`src/rtl/tribit_pkg.sv`:
```
package tribit_pkg;
  typedef struct packed {
    logic neg_q;
    logic neg_f;
    logic f_dom;
  } tribit_t;
endpackage

```
`src/rtl/cob_conv.sv`:
```
module cob_conv #(
  parameter int W = 8
) (
  input  logic [W-1:0]        code,
  output logic signed [W-1:0] val
);
  localparam logic [W-1:0] FLIP = {1'b0, {(W-1){1'b1}}};
  assign val = signed'(code ^ FLIP);
endmodule

```
`src/rtl/proj_mac.sv`:
```
module proj_mac #(
  parameter int W     = 8,
  parameter int N     = 4,
  parameter int ACC_W = 10
) (
  input  logic                    clk,
  input  logic                    rst,
  input  logic                    cap,
  input  logic [N*W-1:0]          a_flat,
  input  logic [N*W-1:0]          b_flat,
  output logic signed [ACC_W-1:0] acc_q
);
  localparam int SUM_W = W + $clog2(N) + 1;
  localparam int PW    = 2 * W;

  logic signed [W-1:0]     a_s [N];
  logic signed [W-1:0]     b_s [N];
  logic signed [PW-1:0]    prod [N];
  logic signed [SUM_W-1:0] sum;
  logic signed [ACC_W-1:0] acc_d;

  for (genvar k = 0; k < N; k++) begin : g_conv
    cob_conv #(.W(W)) ca_i (.code(a_flat[k*W +: W]), .val(a_s[k]));
    cob_conv #(.W(W)) cb_i (.code(b_flat[k*W +: W]), .val(b_s[k]));
    assign prod[k] = PW'(a_s[k]) * PW'(b_s[k]);
  end

  always_comb begin
    sum = '0;
    for (int k = 0; k < N; k++)
      sum = sum + signed'({{(SUM_W-W){prod[k][PW-1]}}, prod[k][PW-1:W]});
  end

  if (ACC_W >= SUM_W) begin : g_wide
    assign acc_d = ACC_W'(sum);
  end else begin : g_clamp
    localparam logic signed [SUM_W-1:0] HI = SUM_W'((2 ** (ACC_W - 1)) - 1);
    localparam logic signed [SUM_W-1:0] LO = -SUM_W'(2 ** (ACC_W - 1));
    always_comb begin
      if (sum > HI)      acc_d = ACC_W'(HI);
      else if (sum < LO) acc_d = ACC_W'(LO);
      else               acc_d = ACC_W'(sum);
    end
  end

  always_ff @(posedge clk) begin
    if (rst)      acc_q <= '0;
    else if (cap) acc_q <= acc_d;
  end
endmodule

```
`src/rtl/tribit_shifter.sv`:
```
module tribit_shifter
  import tribit_pkg::*;
#(
  parameter int ACC_W = 10
) (
  input  logic                    clk,
  input  logic                    rst,
  input  logic                    abort,
  input  logic                    load,
  input  logic signed [ACC_W-1:0] f_val,
  input  logic signed [ACC_W-1:0] q_val,
  input  logic                    bit_tick,
  output logic                    bit_out,
  output logic                    bit_vld
);
  tribit_t        dec;
  logic [ACC_W:0] f_abs;
  logic [ACC_W:0] q_abs;
  logic [2:0]     shreg;
  logic [1:0]     left;

  always_comb begin
    f_abs = f_val[ACC_W-1] ? (~{f_val[ACC_W-1], f_val} + 1'b1) : {1'b0, f_val};
    q_abs = q_val[ACC_W-1] ? (~{q_val[ACC_W-1], q_val} + 1'b1) : {1'b0, q_val};
    dec.neg_q = q_val[ACC_W-1];
    dec.neg_f = f_val[ACC_W-1];
    dec.f_dom = f_abs > q_abs;
  end

  always_ff @(posedge clk) begin
    if (rst) begin
      shreg   <= '0;
      left    <= '0;
      bit_out <= 1'b0;
      bit_vld <= 1'b0;
    end else begin
      bit_vld <= 1'b0;
      if (abort) begin
        left <= '0;
      end else if (load) begin
        shreg <= dec;
        left  <= 2'd3;
      end else if (bit_tick && left != 2'd0) begin
        bit_out <= shreg[2];
        shreg   <= {shreg[1:0], 1'b0};
        left    <= left - 2'd1;
        bit_vld <= 1'b1;
      end
    end
  end
endmodule

```
`src/rtl/tribit_detector.sv`:
```
module tribit_detector #(
  parameter int W     = 8,
  parameter int N     = 4,
  parameter int ACC_W = 10
) (
  input  logic           clk,
  input  logic           rst,
  input  logic           ivl_strobe,
  input  logic [N*W-1:0] cur_smp,
  input  logic [N*W-1:0] qph_smp,
  input  logic [N*W-1:0] qqd_smp,
  input  logic           bit_tick,
  output logic           bit_out,
  output logic           bit_vld
);
  logic signed [ACC_W-1:0] f_acc;
  logic signed [ACC_W-1:0] q_acc;
  logic                    proj_vld;

  proj_mac #(.W(W), .N(N), .ACC_W(ACC_W)) f_mac_i (
    .clk(clk), .rst(rst), .cap(ivl_strobe),
    .a_flat(cur_smp), .b_flat(qph_smp), .acc_q(f_acc));

  proj_mac #(.W(W), .N(N), .ACC_W(ACC_W)) q_mac_i (
    .clk(clk), .rst(rst), .cap(ivl_strobe),
    .a_flat(cur_smp), .b_flat(qqd_smp), .acc_q(q_acc));

  always_ff @(posedge clk) begin
    if (rst) proj_vld <= 1'b0;
    else     proj_vld <= ivl_strobe;
  end

  tribit_shifter #(.ACC_W(ACC_W)) shf_i (
    .clk(clk), .rst(rst), .abort(ivl_strobe), .load(proj_vld),
    .f_val(f_acc), .q_val(q_acc), .bit_tick(bit_tick),
    .bit_out(bit_out), .bit_vld(bit_vld));
endmodule

```
`config.mk`:
```
export PLATFORM = sky130hd
export DESIGN_NAME = tribit_detector
export DESIGN_NICKNAME = d
export VERILOG_FILES = /design/src/rtl/tribit_pkg.sv /design/src/rtl/cob_conv.sv /design/src/rtl/proj_mac.sv /design/src/rtl/tribit_shifter.sv /design/src/rtl/tribit_detector.sv
export SDC_FILE = /design/constraint.sdc
export NUM_CORES = 1
export LEC_CHECK = 0
export BUFFER_PORTS_ARGS = -buffer_cell sky130_fd_sc_hd__buf_2
export CORE_MARGIN = 3
export CORE_UTILIZATION = 45
export DETAILED_ROUTE_END_ITERATION = 12
export PLACE_DENSITY_LB_ADDON = 0.1
export RECOVER_POWER = 100
export SYNTH_ARGS = -nofsm -noshare
export SYNTH_HDL_FRONTEND = slang
export SYNTH_SLANG_ARGS = --single-unit
```
`constraint.sdc`:
```
create_clock -name clk -period 10.1 [get_ports clk]
set_clock_uncertainty 0.1 [all_clocks]
set_input_delay 0.505 -clock clk [delete_from_list [all_inputs] [get_ports clk]]
set_output_delay 0.505 -clock clk [all_outputs]
set_load 0.01 [all_outputs]
```
==> summary.md <==
| Metric | Value |
|---|---|
| Post-synth net total | `3290` |
| Met3 usage | `0.00547` |
| Vias in the first global route | `16800` |
| Worst-skew pair later-pin latency | `0.26 ns` |
| H-tree Lvls | `1` |
| Setup crit start kind | `input pin` |
| Status | `complete, no violations` |
| Antenna cells | `0` |
| CTS tree | `done` |
| Drt pass-1 iters | `7` |
| R2R Setup Slk | `7.31 ns` |
| GR Util met1 | `0.267` |
| Row Count | `79` |
| Crit-path leading delay family | `adder cells` |
| GP Congestion | `0.812` |
| Synth async-reset ratio | `0` |
| Largest net degree at the start of global routing | `19` |
| DR vias | `15500` |
| Register area share after synthesis | `0.0259` |
| Cell with the most instances after synthesis | `inv_1` |
| Final nets | `3349` |
| Num CTS Buffers | `3` |
| Die area | `0.0507 mm²` |
| CTS-repair resized insts | `0` |
| Slowest cell on crit path | `clkbuf_1` |
| Die Width | `225 µm` |
| CTS Sinks | `28` |
| Vias per std cell | `4.93` |
| Synth Flop Type | `dfxtp_1` |
| Crit Path Category | `input pin to flop` |
| Yosys top cell by area | `fa_1` |
| M2 GR Usage | `0.344` |
| Layout cells sized above 1 | `0.0902` |
| Synthesized area per cell | `8.72 µm²` |
| Post-Syn Area | `0.0216 mm²` |
| Hold Crit Class | `flop to flop` |
| Worst slew pin tran | `1.09 ns` |
| Dpl ws | `1.73 ns` |
| WP buf/inv | `6` |
| Crit path capture type | `flop` |
| Residual antenna-violating net count after detailed routing | `0` |
| Area growth, synth to finish | `5.48%` |
| CTS Buffer Depth | `2` |
| Buffer count from post-CTS setup fixing | `0` |
| Leading post-synthesis cells by cell area | `fa_1, ha_1, inv_1` |
| Achievable Freq | `117 MHz` |
| Worst-path clk slew | `0.07 ns` |
| CTS root buffer | `clkbuf_16` |
| Drc violations | `0` |
| Worst EP required | `10.15 ns` |
| Design area | `0.0228 mm²` |
| Hold WS | `0.380 ns` |
| Synth cell count leaders | `inv_1, fa_1, nor2_1, ha_1, or2_2` |
| Placement Cell Area | `0.0227 mm²` |
| CP max FO | `16` |
| Worst path arrival time | `8.59 ns` |
| #FFs+latches synth | `28` |
| First-pass GRT wire length | `80400 µm` |
| Core Footprint | `0.0471 mm²` |
| Post-cts hold buffer count | `0` |
| Fin. max-slew vios | `0` |
| Post-synth EDFFs | `0` |
| Initial Util | `0.460` |
| Wire per inst | `14.3 µm` |
| Final setup fails | `0` |
| DP HPWL | `40000 µm` |
| Slew HR | `0.270` |
| Synth top area share | `0.418` |
| GRT Residual Overflow | `0` |
| Final wirelength | `45100 µm` |
| Top Usage Layer GRT | `met2` |
| Post-Syn Instances | `2480` |
| IO Port Bufs | `101` |
| RSZ-0062 raised after global routing | `no` |
| Hold Fails Final Rpt | `0` |
| Ports | `102` |
| Warnings, synthesis | `0` |
| Setup TNS | `0 ns` |
| Initial antenna violation count | `0` |
| CP max stage delay | `0.60 ns` |
| DR iter-0 viols | `502` |
| Post-synth cell types | `62` |
| Max_cap viols | `0` |
| Die height | `225 µm` |
| Min Tclk post-route | `8.55 ns` |
| Setup slack after layout | `1.55 ns` |
| All-Layer GR Usage | `0.190` |
| Period utilisation layout | `0.846` |
## cell families (layout without fill, tap and decap cells)
kind of cell | Yosys count | in the layout | synth area share
mux | 5 | 5 | 0.00231
flops | 28 | 28 | 0.0259
xor+xnor | 143 | 143 | 0.0588
buf+inv | 657 | 715 | 0.114
simple gates | 706 | 706 | 0.158
fa+ha+maj | 719 | 719 | 0.572
other cells | 2 | 2 | 0.000347
compound gates | 220 | 220 | 0.0687
## state kept, by name (all words and copies together), names as in the netlist
register,cells
shf_i.left,2
q_mac_i.acc_q,10
shf_i.shreg,3
shf_i.bit_vld,1
shf_i.bit_out,1
f_mac_i.acc_q,10
proj_vld,1
## stage by stage
| step | utilization | instances |
|---|---|---|
| 6_report | 0.485 | 3145 |
| 5_1_grt | 0.485 | 3145 |
| 4_1_cts | 0.485 | 3145 |
| 3_5_place_dp | 0.483 | 3141 |
| 3_3_place_gp | 0.483 | 3141 |
| 2_1_floorplan | - | 2480 |
## routing by layer
layer | part of all wire | wire, µm
met5 | 0 | 0
met4 | 0.0061 | 276
met3 | 0.014 | 635
met2 | 0.50 | 22700
met1 | 0.48 | 21500
## layout by cell type (no fill, tap or decap), types with 10 or more instances in the layout
master	count
inv_1	610
fa_1	452
nor2_1	335
ha_1	258
or2_2	110
xnor2_1	101
buf_2	97
nand2_1	67
a21oi_1	60
nor2b_1	52
o21ai_0	47
nand2b_1	42
xor2_1	41
and2_1	36
dfxtp_1	28
o21a_1	20
a21o_1	19
nor3_1	17
nor4_1	10
nor3b_1	10
## worst register-to-register path: stages, from the launching register on
cell	delay [ns]
dfxtp_1	0.37
or4_1	0.55
or2_2	0.30
nor4b_1	0.48
ha_1	0.22
nand4_1	0.09
o311a_1	0.37
o211ai_1	0.10
o21ai_0	0.09
## path summary, 6_finish.rpt
kind / end / startpoint / cells after the start
setup / recovery: f_mac_i.acc_q[2]$_SDFFE_PP0P_ / cur_smp[21] / 33
hold / removal: f_mac_i.acc_q[0]$_SDFFE_PP0P_ / f_mac_i.acc_q[0]$_SDFFE_PP0P_ / 2
setup reg to reg: shf_i.shreg[0]$_SDFFE_PP0P_ / f_mac_i.acc_q[3]$_SDFFE_PP0P_ / 8
hold reg to reg: f_mac_i.acc_q[0]$_SDFFE_PP0P_ / f_mac_i.acc_q[0]$_SDFFE_PP0P_ / 2
## final cells by class
class	instances	area (µm²)
Timing Repair Buffer	101	500
Multi-Input combinational cell	1795	18600
Inverter	610	2290
Sequential cell	28	561
Tap cell	607	759
Fill cell	4596	24200
Clock inverter	1	30.0
Clock buffer	3	75.1
Power is not shown: default switching activity piles up to over one toggle a cycle in this logic, so the estimate is an artifact.
